==> config.mk <==
export PLATFORM = sky130hd
export DESIGN_NAME = twostage_clkgen
export DESIGN_NICKNAME = d
export VERILOG_FILES = /design/src/rtl/tsc_pkg.sv /design/src/rtl/tsc_regs.sv /design/src/rtl/tsc_srcsel.sv /design/src/rtl/tsc_prescale.sv /design/src/rtl/tsc_intdiv.sv /design/src/rtl/twostage_clkgen.sv
export SDC_FILE = /design/constraint.sdc
export NUM_CORES = 1
export LEC_CHECK = 0
export BUFFER_PORTS_ARGS = -buffer_cell sky130_fd_sc_hd__buf_2
export CORE_ASPECT_RATIO = 1.4
export CORE_MARGIN = 2
export CORE_UTILIZATION = 30
export CTS_BUF_LIST = sky130_fd_sc_hd__clkbuf_8
export DETAILED_ROUTE_END_ITERATION = 6
export PLACE_DENSITY = 0.62
export SETUP_SLACK_MARGIN = 0.3
export SLEW_MARGIN = 15
export SYNTH_ARGS = -nofsm -noshare
export SYNTH_HDL_FRONTEND = slang
export SYNTH_SLANG_ARGS = --single-unit
export TNS_END_PERCENT = 5
==> constraint.sdc <==
create_clock -name clk -period 10.32 [get_ports clk]
set_clock_uncertainty 0.1 [all_clocks]
set_input_delay 1.548 -clock clk [delete_from_list [all_inputs] [get_ports clk]]
set_output_delay 1.548 -clock clk [all_outputs]
set_load 0.005 [all_outputs]
==> src/rtl/tsc_pkg.sv <==
package tsc_pkg;
  localparam int NUM_SRC = 4;
  localparam int SEL_W   = $clog2(NUM_SRC);
  localparam int EXP_W   = 2;
  localparam int DIV_W   = 5;
  localparam int REG_W   = 32;
  localparam int BE_W    = REG_W / 8;
  localparam int SEL_LSB = 16;
  localparam int EXP_LSB = 4;
  localparam int DIV_LSB = 8;
  localparam int PRE_CW  = (1 << EXP_W) - 1;
  localparam int POS_W   = DIV_W + PRE_CW;
  localparam int RAT_W   = POS_W + 1;

  typedef struct packed {
    logic [SEL_W-1:0] sel;
    logic [EXP_W-1:0] expo;
    logic [DIV_W-1:0] dv;
  } cfg_t;

  function automatic logic [REG_W-1:0] field_mask();
    logic [REG_W-1:0] m;
    m = '0;
    m[SEL_LSB +: SEL_W] = '1;
    m[EXP_LSB +: EXP_W] = '1;
    m[DIV_LSB +: DIV_W] = '1;
    return m;
  endfunction

  function automatic logic [REG_W-1:0] pack_cfg(cfg_t c);
    logic [REG_W-1:0] r;
    r = '0;
    r[SEL_LSB +: SEL_W] = c.sel;
    r[EXP_LSB +: EXP_W] = c.expo;
    r[DIV_LSB +: DIV_W] = c.dv;
    return r;
  endfunction

  function automatic cfg_t unpack_cfg(logic [REG_W-1:0] r);
    cfg_t c;
    c.sel  = r[SEL_LSB +: SEL_W];
    c.expo = r[EXP_LSB +: EXP_W];
    c.dv   = r[DIV_LSB +: DIV_W];
    return c;
  endfunction

  function automatic logic [PRE_CW-1:0] pre_limit(logic [EXP_W-1:0] e);
    return PRE_CW'((32'd1 << e) - 32'd1);
  endfunction

  function automatic logic [RAT_W-1:0] ratio(cfg_t c);
    return RAT_W'((32'(c.dv) + 32'd1) << c.expo);
  endfunction

  function automatic logic [POS_W-1:0] position(logic [PRE_CW-1:0] p,
                                                logic [DIV_W-1:0] d,
                                                logic [EXP_W-1:0] e);
    return POS_W'((32'(d) << e) | 32'(p));
  endfunction

  function automatic logic high_phase(logic [POS_W-1:0] pos, cfg_t c);
    return {1'b0, pos} < (ratio(c) >> 1);
  endfunction
endpackage

==> src/rtl/tsc_regs.sv <==
module tsc_regs
  import tsc_pkg::*;
(
  input  logic             clk,
  input  logic             rst,
  input  logic             we,
  input  logic [BE_W-1:0]  be,
  input  logic [REG_W-1:0] wdata,
  output logic [REG_W-1:0] rdata,
  output cfg_t             cfg
);
  localparam logic [REG_W-1:0] MASK = field_mask();

  logic [REG_W-1:0] word_q;

  always_ff @(posedge clk) begin
    if (rst) begin
      word_q <= '0;
    end else if (we) begin
      for (int b = 0; b < BE_W; b++) begin
        if (be[b]) word_q[b*8 +: 8] <= wdata[b*8 +: 8] & MASK[b*8 +: 8];
      end
    end
  end

  assign rdata = pack_cfg(unpack_cfg(word_q));
  assign cfg   = unpack_cfg(word_q);
endmodule

==> src/rtl/tsc_srcsel.sv <==
module tsc_srcsel
  import tsc_pkg::*;
(
  input  logic [NUM_SRC-1:0] ticks,
  input  logic [SEL_W-1:0]   sel,
  output logic               sel_tick
);
  logic [NUM_SRC-1:0] hit;

  for (genvar i = 0; i < NUM_SRC; i++) begin : g_hit
    assign hit[i] = ticks[i] & (sel == SEL_W'(i));
  end

  assign sel_tick = |hit;
endmodule

==> src/rtl/tsc_prescale.sv <==
module tsc_prescale
  import tsc_pkg::*;
(
  input  logic              clk,
  input  logic              rst,
  input  logic              tick,
  input  logic [EXP_W-1:0]  expo,
  output logic [PRE_CW-1:0] pre_q,
  output logic [PRE_CW-1:0] pre_nxt,
  output logic              pre_wrap
);
  always_comb begin
    pre_wrap = tick && (pre_q == pre_limit(expo));
    if (!tick)        pre_nxt = pre_q;
    else if (pre_wrap) pre_nxt = '0;
    else              pre_nxt = pre_q + PRE_CW'(1);
  end

  always_ff @(posedge clk) begin
    if (rst) pre_q <= '0;
    else     pre_q <= pre_nxt;
  end
endmodule

==> src/rtl/tsc_intdiv.sv <==
module tsc_intdiv
  import tsc_pkg::*;
(
  input  logic             clk,
  input  logic             rst,
  input  logic             step,
  input  logic [DIV_W-1:0] dv,
  output logic [DIV_W-1:0] div_q,
  output logic [DIV_W-1:0] div_nxt,
  output logic             period_end
);
  always_comb begin
    period_end = step && (div_q == dv);
    if (!step)           div_nxt = div_q;
    else if (period_end) div_nxt = '0;
    else                 div_nxt = div_q + DIV_W'(1);
  end

  always_ff @(posedge clk) begin
    if (rst) div_q <= '0;
    else     div_q <= div_nxt;
  end
endmodule

==> src/rtl/twostage_clkgen.sv <==
module twostage_clkgen
  import tsc_pkg::*;
(
  input  logic               clk,
  input  logic               rst,
  input  logic [NUM_SRC-1:0] src_tick,
  input  logic               reg_we,
  input  logic [BE_W-1:0]    reg_be,
  input  logic [REG_W-1:0]   reg_wdata,
  output logic [REG_W-1:0]   reg_rdata,
  output logic               div_clk,
  output logic               div_stb
);
  cfg_t              cfg;
  cfg_t              act_q;
  cfg_t              act_nxt;
  logic              sel_tick;
  logic              pre_wrap;
  logic              boundary;
  logic [PRE_CW-1:0] pre_q, pre_nxt;
  logic [DIV_W-1:0]  div_q, div_nxt;
  logic              clk_nxt;

  tsc_regs u_regs (
    .clk(clk), .rst(rst), .we(reg_we), .be(reg_be), .wdata(reg_wdata),
    .rdata(reg_rdata), .cfg(cfg)
  );

  tsc_srcsel u_sel (
    .ticks(src_tick), .sel(act_q.sel), .sel_tick(sel_tick)
  );

  tsc_prescale u_pre (
    .clk(clk), .rst(rst), .tick(sel_tick), .expo(act_q.expo),
    .pre_q(pre_q), .pre_nxt(pre_nxt), .pre_wrap(pre_wrap)
  );

  tsc_intdiv u_div (
    .clk(clk), .rst(rst), .step(pre_wrap), .dv(act_q.dv),
    .div_q(div_q), .div_nxt(div_nxt), .period_end(boundary)
  );

  always_comb begin
    act_nxt = boundary ? cfg : act_q;
    clk_nxt = high_phase(position(pre_nxt, div_nxt, act_nxt.expo), act_nxt);
  end

  always_ff @(posedge clk) begin
    if (rst) begin
      act_q   <= '0;
      div_clk <= 1'b0;
      div_stb <= 1'b0;
    end else begin
      act_q   <= act_nxt;
      div_clk <= clk_nxt;
      div_stb <= boundary;
    end
  end
endmodule

==> results of run 1 <==
==> worst register-to-register path: stages (launching register included) <==
cell and delay (ps):
dfxtp_1 600, nand3_1 120, nor2_1 310, o21a_1 430, nand2_2 230, a21oi_1 330, inv_1 80, ha_1 260
nand3_1 120, xnor2_1 120, nor2_1 70, a211oi_1 230, o21ai_1 110, ha_1 340, a21o_1 190, a211o_1 320
a2111o_1 380, a21oi_1 120, a21o_1 120
==> state kept, by name (all words and copies together) (netlist names) <==
signal,cells
u_pre.pre_q,3
act_q,9
div_stb,1
u_div.div_q,5
div_clk,1
u_regs.word_q,9
==> power by group through the flow <==
stage	combinational (µW)	clock, µW	sequential [µW]
after floorplan	69.2	0	120
after global placement	76.3	0	122
after detailed placement	76.8	0	122
after CTS	77.2	92.9	120
after global routing	86.9	95.8	120
final	77.1	91.1	119
==> worst max path at each step <==
stage                    to  slack [ps]
floorplan           div_clk        5230
global placement    div_clk        4730
detailed placement  div_clk        4700
CTS                 div_clk        4990
global route        div_clk        4690
finish              div_clk        4980
==> routing by layer <==
metal / vias to the layer above / wire [µm]
met5: - / 0
met4: 0 / 105
met3: 7 / 136
met2: 52 / 3070
met1: 935 / 2170
li1: 1016 / -
==> final cells by class <==
type / count / area (µm²)
clock buffers: 3 / 41.3
clock inverters: 1 / 30.0
fillers: 811 / 5190
inverters: 7 / 26.3
multi-input cells: 237 / 1540
flip-flops and latches: 28 / 561
well taps: 100 / 125
repair buffers: 29 / 145
==> Yosys cell counts (2+ instances only) <==
cell	instances
o21ai_0	5
dfxtp_1	28
xor2_1	7
inv_1	7
xnor2_1	6
clkbuf_1	3
nand4b_1	2
buf_4	24
nor3_4	2
buf_2	4
a31oi_1	2
o211ai_1	5
nor2_1	23
a21o_1	5
o21a_1	2
a211oi_1	3
nand3_1	21
buf_6	6
ha_1	10
a21oi_1	24
nand2_2	2
mux2i_1	12
a41oi_1	2
nand2b_1	2
o2111a_1	2
or3_1	2
nand2_1	33
and3_1	4
nor2b_1	3
o21ai_2	2
nor3_1	5
and2_1	2
a221oi_2	2
==> logic make-up after synthesis <==
kind of cell               after synthesis  share of synthesized area, %
AOI/OAI and AO/OA                       71                          22.9
adders and majority gates               10                          5.38
and+or+nand+nor                        107                          23.2
muxes                                   13                          6.13
xor gates and xnor gates                13                          4.90
buffers and inverters                   45                          13.3
other                                    1                         0.161
DFF                                     28                          24.1
==> per-stage QoR <==
stage	util, %	hold WS (ps)	cell area (µm²)	worst slack (ps)
2_1_floorplan	-	337	2410	5230
3_3_place_gp	31.3	355	2400	4730
3_5_place_dp	31.3	370	2400	4700
4_1_cts	32.2	388	2470	4990
5_1_grt	32.2	418	2470	4690
6_report	32.2	385	2470	4980
==> results.py, run 1 <==
metrics = {
    "grt": {
        "grtUsageTotal_pct": 13.3,
        "grt_pass1_wl_um": 9000,
        "use_met3_pct": 1.17,
        "grtUsageMet1_pct": 12.9,
        "met2_usage_pct": 27.9,
        "grt_antenna_before_repair": 0,
        "grt_start_max_net_pins": 29,
        "grt_pass1_vias": 1988,
        "grt-busiest-layer": "met2",
        "grt-ovfl-total": 0,
    },
    "clock_network": {
        "cts_hold_buf": 0,
        "h-tree-depth": 1,
        "cts_resized": 0,
        "clkTransAtPathRegs_ps": 100,
        "cts_tree": "built",
        "cts.sinks": 28,
        "cts_made_buffers": 3,
        "cts-root-buf": "clkbuf_8",
        "cts_max_path_buffers": 2,
        "clk_latency_ps": 290,
        "postCtsSetupBuffers": 0,
    },
    "critical_path": {
        "path_cells": "buf_2 > mux4_2 > o21a_1 > nand2_2 > nor2_1 > a21oi_1 > inv_1 > ha_1 > nand3_1 > xnor2_1 > nor2_1 > a211oi_1 > o21ai_1 > ha_1 > a21o_1 > a211o_1 > a2111o_1 > a21oi_1 > a21o_1",
        "cp_slowest_cell": "mux4_2",
        "critPathBufInv": 2,
        "cp-start-kind": "input pin",
        "end_kind": "flip-flop",
        "r2r-start": "act_q[6]",
        "cp.required_ps": 10460,
        "regToRegEndpoint": "div_clk",
        "r2r_slack_ps": 5710,
        "crit_family": "compound AO/OA/AOI/OAI gates",
        "critical_path_depth": 19,
        "cp_slowest_stage_delay_ps": 550,
        "crit_fanout": 9,
        "worstPathArrival_ps": 5480,
        "reg2reg_depth": 18,
        "crit_type": "input pin to flip-flop",
        "startpoint": "src_tick[3]",
    },
    "synth": {
        "ys_types": 59,
        "synth_area_leaders": "dfxtp_1, buf_4, ha_1",
        "ys.flop_type": "dfxtp_1",
        "ys_warn_count": 0,
        "syn_avg_cell_area_um2": 8.08,
        "yosys.area.top_type": "dfxtp_1",
        "synth_edf_count": 0,
        "synth_top_area_share_pct": 24.1,
        "synth_area_um2": 2330,
        "syn_inst": 288,
        "synth-async-reset-ratio_pct": 0,
        "ys_ff_latch": 28,
        "ys_seq_area_share_pct": 24.1,
    },
    "pwr": {
        "ir_drop_uv": 46.2,
        "seq_power_share_pct": 41.5,
        "clkPwrFrac_pct": 31.7,
        "p_int_uw": 194,
        "p_leak_uw": 0.00107,
        "p_switching_uw": 93.8,
        "power_density_nw_per_um2": 117,
        "total_power_uw": 287,
        "switching_share_pct": 32.6,
        "power_frac_comb_pct": 26.8,
    },
    "route": {
        "antenna_left": 0,
        "wl_per_cell_um": 13.5,
        "routed_wl_um": 5470,
        "drtIter0Drc": 35,
        "firstDrtPassIters": 4,
        "drc": 0,
        "vias": 2010,
        "viasPerCell": 4.96,
    },
    "sta": {
        "fmax_mhz": 187,
        "fin_crit_sh_pct": 51.8,
        "period_needed_ps": 5340,
        "slew_headroom_pct": 60.5,
        "worstMarginPinSlew_ps": 592,
        "fin_tns_setup_ps": 0,
        "drv_slew": 0,
        "hold_viol_final": 0,
        "setup_violations": 0,
        "rsz0062_at_grt": "false",
    },
    "worst_hold_path": {
        "holdCritStartpoint": "u_regs.word_q[16]",
        "holdPathEnd": "act_q[7]",
        "hp-class": "flip-flop to flip-flop",
        "min_path_cells": 2,
    },
    "floorplanning": {
        "chipWidth_um": 78.4,
        "fp-row-count": 38,
        "pin_count": 77,
        "die_area_um2": 8480,
        "core_um2": 7650,
        "die_h_um": 108,
        "initial_core_util_pct": 30.4,
    },
    "layout": {
        "drive_gt1_share_pct": 16.7,
        "syn2layout_area_growth_pct": 6.08,
        "final_cell_mix": "nand2_1, buf_2, dfxtp_1",
        "finish.net_count": 359,
        "final_common_cell": "nand2_1",
        "diodes": 0,
        "final_cells": 405,
    },
    "placed_design": {
        "dpl.cell_count": 401,
        "dp_hpwl_um": 4290,
        "io_buffers": 29,
        "gp_congestion": 0.862,
    },
    "status": {
        "outcome": "completed",
    },
    "flow_run": {
        "cap_violations": 0,
    },
}
(Power assumes the default switching activity.)
==> inputs of run 2 (changes only) <==
--- a/config.mk
+++ b/config.mk
@@ -11,7 +11,7 @@
 export CORE_UTILIZATION = 30
 export CTS_BUF_LIST = sky130_fd_sc_hd__clkbuf_8
 export DETAILED_ROUTE_END_ITERATION = 6
-export PLACE_DENSITY = 0.62
+export PLACE_DENSITY = 0.64
 export SETUP_SLACK_MARGIN = 0.3
 export SLEW_MARGIN = 15
 export SYNTH_ARGS = -nofsm -noshare
==> constraint.sdc (replaced) <==
create_clock -name clk -period 4.7 [get_ports clk]
set_clock_uncertainty 0.1 [all_clocks]
set_input_delay 0.705 -clock clk [delete_from_list [all_inputs] [get_ports clk]]
set_output_delay 0.705 -clock clk [all_outputs]
set_load 0.005 [all_outputs]
==> run 2 against run 1 <==
Compared with the run above:
- wire length shrank 0.31%
- non-clock buffer count is 6 higher
- die area unchanged
==> results.py, run 2 (synthesis results as in run 1) <==
metrics = {
    "critical_path": {
        "cp.required_ps": 4830,
        "worstPathArrival_ps": 4260,
        "end_kind": "flip-flop",
        "crit_type": "input pin to flip-flop",
        "r2r-start": "act_q[7]",
        "path_cells": "buf_2 > mux4_2 > o21a_1 > nand2_2 > nor2_1 > a21oi_2 > inv_1 > ha_1 > nand3_1 > xnor2_1 > nor2_1 > a211oi_1 > o21ai_1 > ha_1 > a21o_1 > a211o_1 > a2111o_1 > a21oi_1 > a21o_1",
        "cp_slowest_cell": "mux4_2",
        "cp-start-kind": "input pin",
        "critPathBufInv": 2,
        "crit_fanout": 7,
        "startpoint": "src_tick[3]",
        "crit_family": "compound AO/OA/AOI/OAI gates",
        "cp_slowest_stage_delay_ps": 550,
    },
    "placed_design": {
        "dp_hpwl_um": 4330,
        "io_buffers": 29,
        "dpl.cell_count": 407,
        "gp_congestion": 0.811,
        "dp_slack_ps": 215,
    },
    "layout": {
        "drive_gt1_share_pct": 20.3,
        "finish.net_count": 365,
        "num-fill-cells": 800,
        "largest_registers": "act_q: 9 flops, u_regs.word_q: 9 flops, u_div.div_q: 5 flops",
        "syn2layout_area_growth_pct": 8.50,
        "multi_input_area_um2": 1550,
        "final_cells": 411,
        "diodes": 0,
        "final_common_cell": "nand2_1",
        "final_cell_mix": "nand2_1, buf_2, dfxtp_1",
        "register_area_um2": 566,
    },
    "pwr": {
        "power_frac_comb_pct": 28.7,
        "seq_power_share_pct": 40.8,
        "p_int_uw": 435,
        "clkPwrFrac_pct": 30.5,
        "p_leak_uw": 0.00110,
        "total_power_uw": 642,
        "ir_drop_uv": 130,
        "power_density_nw_per_um2": 254,
        "switching_share_pct": 32.3,
        "p_switching_uw": 208,
    },
    "sta": {
        "fin_tns_setup_ps": 0,
        "whs_ps": 371,
        "hold_viol_final": 0,
        "drv_slew": 0,
        "worst_slack_ps": 570,
        "rsz0062_at_grt": "false",
        "fmax_mhz": 242,
        "setup_violations": 0,
        "fin_crit_sh_pct": 87.9,
        "slew_headroom_pct": 62.5,
        "period_needed_ps": 4130,
        "worstMarginPinSlew_ps": 562,
    },
    "clock_network": {
        "cts_tree": "built",
        "clk_latency_ps": 280,
        "clkTransAtPathRegs_ps": 110,
        "cts_made_buffers": 3,
        "cts-root-buf": "clkbuf_8",
        "h-tree-depth": 1,
        "cts.sinks": 28,
        "postCtsSetupBuffers": 0,
        "cts_max_path_buffers": 2,
    },
    "grt": {
        "grt_pass1_vias": 1924,
        "grtUsageTotal_pct": 13.2,
        "grt_antenna_before_repair": 0,
        "grt-ovfl-total": 0,
        "grt_start_max_net_pins": 29,
        "grt_pass1_wl_um": 9020,
    },
    "status": {
        "outcome": "completed",
    },
    "flow_run": {
        "cap_violations": 0,
    },
    "floorplanning": {
        "chipWidth_um": 78.4,
        "die_h_um": 108,
        "core_um2": 7650,
        "fp-row-count": 38,
        "initial_core_util_pct": 30.4,
        "die_area_um2": 8480,
        "pin_count": 77,
    },
    "worst_hold_path": {
        "holdCritStartpoint": "act_q[8]",
        "hp-class": "flip-flop to flip-flop",
    },
    "route": {
        "antenna_left": 0,
        "drc": 0,
        "vias": 2057,
        "wl_per_cell_um": 13.3,
        "routed_wl_um": 5460,
        "viasPerCell": 5.00,
        "firstDrtPassIters": 4,
        "drtIter0Drc": 66,
    },
}
==> run 2: cell count changes in the layout (fill, tap and decap cells not counted), sizes merged <==
cell	delta
buf	+6
==> run 2: timing repair <==
item,CTS,global route
hold buffers,0,0
gates resized for setup,0,7
setup endpoints to repair,0,1
==> run 2: final timing paths <==
kind	cells after the start	end	slack (ps)
min	2	act_q[8]	370
max	19	div_clk	570
max reg2reg	18	div_clk	680
min reg2reg	2	act_q[8]	370
==> run 2: through the flow <==
step / utilization (%) / cell area, µm²
after detailed placement: 31.9 / 2440
after global routing: 33.0 / 2520
final: 33.0 / 2520
after global placement: 31.9 / 2440
after floorplan: - / 2410
after CTS: 32.8 / 2510
==> run 2: area by class of cell <==
cell class                 instances  area share (%)
sequential                        28            22.4
tap                              100            4.96
inverter                           7            1.04
multi-input combinational        237            61.2
timing repair buffer              35            7.54
clock buffer                       3            1.64
clock inverter                     1            1.19
==> run 2: worst min-delay path: stages (launching register included) <==
cell and delay, ps:
dfxtp_1 330, nand2_1 60, a21oi_1 50
==> run 2: power groups by stage <==
stage	logic (µW)	clock network, µW	registers, µW
2_1_floorplan	152	0	264
3_3_place_gp	177	0	267
3_5_place_dp	181	0	267
4_1_cts	182	200	262
5_1_grt	203	210	264
6_report	184	196	262
==> run 2: metal layers <==
layer | wire [µm] | track usage [%] | up-vias
li1 | - | - | 1031
met1 | 2210 | 14.1 | 955
met2 | 2850 | 25.9 | 58
met3 | 187 | 1.34 | 13
met4 | 210 | 5.89 | 0
met5 | 0 | 0 | -
==> inputs of run 3 (changes only) <==
--- a/config.mk
+++ b/config.mk
@@ -5,13 +5,14 @@
 export SDC_FILE = /design/constraint.sdc
 export NUM_CORES = 1
 export LEC_CHECK = 0
+export ABC_AREA = 1
 export BUFFER_PORTS_ARGS = -buffer_cell sky130_fd_sc_hd__buf_2
 export CORE_ASPECT_RATIO = 1.4
 export CORE_MARGIN = 2
 export CORE_UTILIZATION = 30
 export CTS_BUF_LIST = sky130_fd_sc_hd__clkbuf_8
 export DETAILED_ROUTE_END_ITERATION = 6
-export PLACE_DENSITY = 0.64
+export PLACE_DENSITY = 0.65
 export SETUP_SLACK_MARGIN = 0.3
 export SLEW_MARGIN = 15
 export SYNTH_ARGS = -nofsm -noshare
==> run 3 against run 2 <==
Compared with the run above:
- combinational power grew to 3.5 times the previous value
- non-clock buffer count shrank 6
- clock-buffer cell count is the same
- largest power group is now combinational logic
- maximum frequency grew 25%
- critical endpoint unchanged
- worst setup slack gained 810 ps
- wire length shrank 26%
- clock power is essentially flat
- via count shrank 10%
- sequential power grew 16%
==> results.py, run 3 <==
metrics = {
    "status": {
        "outcome": "completed",
    },
    "clock_network": {
        "h-tree-depth": 1,
        "cts_made_buffers": 3,
        "cts_resized": 0,
        "cts_hold_buf": 0,
        "cts_max_path_buffers": 2,
        "cts.sinks": 28,
        "cts-root-buf": "clkbuf_8",
        "postCtsSetupBuffers": 0,
        "clk_latency_ps": 280,
        "cts_tree": "built",
        "clkTransAtPathRegs_ps": 100,
    },
    "sta": {
        "drv_slew": 0,
        "rsz0062_at_grt": "false",
        "setup_violations": 0,
        "period_needed_ps": 3320,
        "fin_crit_sh_pct": 70.6,
        "hold_viol_final": 0,
        "fin_tns_setup_ps": 0,
        "fmax_mhz": 302,
    },
    "synth": {
        "synth_edf_count": 0,
        "synth_top_family_by_area": "simple AND/OR/NAND/NOR gates",
        "ys_types": 31,
        "synthMuxAreaShare_pct": 0.492,
        "synth.most_common_cell": "nand2_1",
        "yosys.area.top_type": "dfxtp_1",
        "synth_area_um2": 2030,
        "ys_warn_count": 0,
        "synth_top_area_share_pct": 27.6,
        "syn_inst": 308,
        "ys_top_cells_by_count": "nand2_1, nor2_1, inv_1, dfxtp_1, buf_4",
        "synth_fa_ha_area_share_pct": 6.15,
        "synth-simple-area-share_pct": 33.6,
        "ys.flop_type": "dfxtp_1",
        "synth_xor_area_share_pct": 1.72,
        "synth_area_leaders": "dfxtp_1, nand2_1, buf_4",
        "synth-async-reset-ratio_pct": 0,
        "ys_ff_latch": 28,
        "syn_avg_cell_area_um2": 6.61,
        "ys_seq_area_share_pct": 27.6,
        "synth-compound-area-share_pct": 12.0,
    },
    "route": {
        "antenna_left": 0,
        "vias": 1847,
        "routed_wl_um": 4030,
        "viasPerCell": 4.56,
        "wl_per_cell_um": 9.95,
        "drc": 0,
        "drtIter0Drc": 41,
        "firstDrtPassIters": 4,
    },
    "pwr": {
        "power_density_nw_per_um2": 524,
        "total_power_uw": 1150,
        "switching_share_pct": 46.2,
        "p_int_uw": 618,
        "clkPwrFrac_pct": 16.9,
        "seq_power_share_pct": 26.4,
        "p_switching_uw": 531,
        "power_frac_comb_pct": 56.6,
        "ir_drop_uv": 277,
        "p_leak_uw": 0.00112,
    },
    "placed_design": {
        "gp_congestion": 0.792,
        "dp_hpwl_um": 3260,
        "io_buffers": 29,
    },
    "critical_path": {
        "timing.critical_path.to": "div_clk",
        "r2r-start": "act_q[6]",
        "reg2reg_depth": 20,
        "crit_path_frequent_cell": "nand2_1",
        "crit_family": "simple AND/OR/NAND/NOR gates",
        "worstPathArrival_ps": 3440,
        "cp_slowest_stage_delay_ps": 300,
        "r2r_slack_ps": 1470,
        "cp-start-kind": "input pin",
        "path_cells": "buf_2 > nand2_1 > nand3_1 > nand2_2 > nor2_4 > nand2_4 > o21ai_1 > inv_1 > ha_1 > nand2_1 > nor2_1 > xnor2_1 > nand2_1 > nand3_1 > nand2_1 > ha_1 > a21oi_1 > o211ai_1 > a21oi_2",
        "critPathBufInv": 2,
        "critical_path_depth": 19,
        "cp_slowest_cell": "nor2_4",
        "startpoint": "src_tick[3]",
        "crit_type": "input pin to flip-flop",
        "regToRegEndpoint": "div_clk",
        "end_kind": "flip-flop",
        "cp.required_ps": 4830,
        "crit_fanout": 18,
    },
    "floorplanning": {
        "chipWidth_um": 73.6,
        "pin_count": 77,
        "initial_core_util_pct": 31.0,
        "die_area_um2": 7470,
        "core_um2": 6570,
        "die_h_um": 101,
        "fp-row-count": 35,
    },
    "worst_hold_path": {
        "hp-class": "flip-flop to flip-flop",
    },
    "layout": {
        "largest_registers": "act_q: 9 flops, u_regs.word_q: 9 flops, u_div.div_q: 5 flops",
        "final_common_cell": "nand2_1",
        "finish.net_count": 385,
        "syn2layout_area_growth_pct": 7.63,
        "drive_gt1_share_pct": 16.0,
        "final_cell_mix": "nand2_1, nor2_1, inv_1, buf_2, dfxtp_1",
        "diodes": 0,
    },
    "grt": {
        "grt_antenna_before_repair": 0,
        "grt-ovfl-total": 0,
        "grt_pass1_vias": 1666,
        "grt_pass1_wl_um": 7060,
        "grtUsageTotal_pct": 11.6,
        "grt_start_max_net_pins": 19,
    },
    "flow_run": {
        "cap_violations": 0,
    },
}
==> run 3: cell count changes in the layout (fill, tap and decap cells not counted), moves of 11 or more <==
cell | previous run | this run
nand2_1 | 33 | 72
inv_1 | 7 | 29
nor2_1 | 23 | 45
o21ai_0 | 5 | 22
a21oi_1 | 23 | 7
mux2i_1 | 12 | 1
==> run 3: area by class of cell <==
| cell class | instances | area, µm² |
|---|---|---|
| Tap cell | 74 | 92.6 |
| Sequential cell | 28 | 561 |
| Timing Repair Buffer | 29 | 145 |
| Multi-Input combinational cell | 234 | 1180 |
| Clock buffer | 3 | 41.3 |
| Clock inverter | 1 | 30.0 |
| Fill cell | 730 | 4380 |
| Inverter | 36 | 135 |
==> run 3: worst min path at each step <==
stage                                 from          endpoint  slack, ps  cells after the start
after global placement    u_regs.word_q[8]  u_regs.word_q[8]        370                      2
after floorplan           u_regs.word_q[8]  u_regs.word_q[8]        360                      2
final                     u_regs.word_q[8]  u_regs.word_q[8]        380                      2
after CTS                 u_regs.word_q[8]  u_regs.word_q[8]        390                      2
after global routing      u_regs.word_q[8]  u_regs.word_q[8]        430                      2
after detailed placement  u_regs.word_q[8]  u_regs.word_q[8]        370                      2
==> run 3: stage by stage <==
step | utilization (%) | instances | cell area, µm² | hold slack [ps] | setup slack (ps)
floorplan | - | 330 | 2120 | 361 | 1740
global placement | 32.2 | 401 | 2120 | 368 | 1120
detailed placement | 32.2 | 401 | 2120 | 371 | 1090
CTS | 33.3 | 405 | 2190 | 387 | 1390
global route | 33.3 | 405 | 2190 | 426 | 1040
finish | 33.3 | 405 | 2190 | 382 | 1380
==> run 3: power groups by stage <==
stage | Clock [µW] | Combinational, µW | Sequential (µW)
3_5_place_dp | 0 | 653 | 310
2_1_floorplan | 0 | 566 | 307
5_1_grt | 206 | 758 | 310
4_1_cts | 198 | 658 | 304
3_3_place_gp | 0 | 645 | 309
6_report | 194 | 650 | 304
==> run 3: routing by layer <==
layer | share of wire (%) | global-route usage [%] | vias to the layer above
met5 | 0 | 0 | -
met4 | 1.4 | 3.78 | 0
met3 | 3.1 | 1.49 | 5
met2 | 53 | 22.7 | 40
met1 | 43 | 12.4 | 822
li1 | - | - | 980
==> run 3: tightest hold or removal path: stages (launching register included) <==
cell and delay, ps:
dfxtp_1 320, inv_1 70, a21oi_1 50
==> run 3: logic make-up (layout without fill, tap and decap cells) <==
| family | after synthesis | after routing |
|---|---|---|
| XOR/XNOR | 4 | 4 |
| flip-flops | 28 | 28 |
| multiplexers | 1 | 1 |
| AND/OR/NAND/NOR | 155 | 155 |
| buffers and inverters | 68 | 69 |
| AO/OA/AOI/OAI | 41 | 41 |
| other | 1 | 23 |
| adder cells (fa/ha/maj) | 10 | 10 |
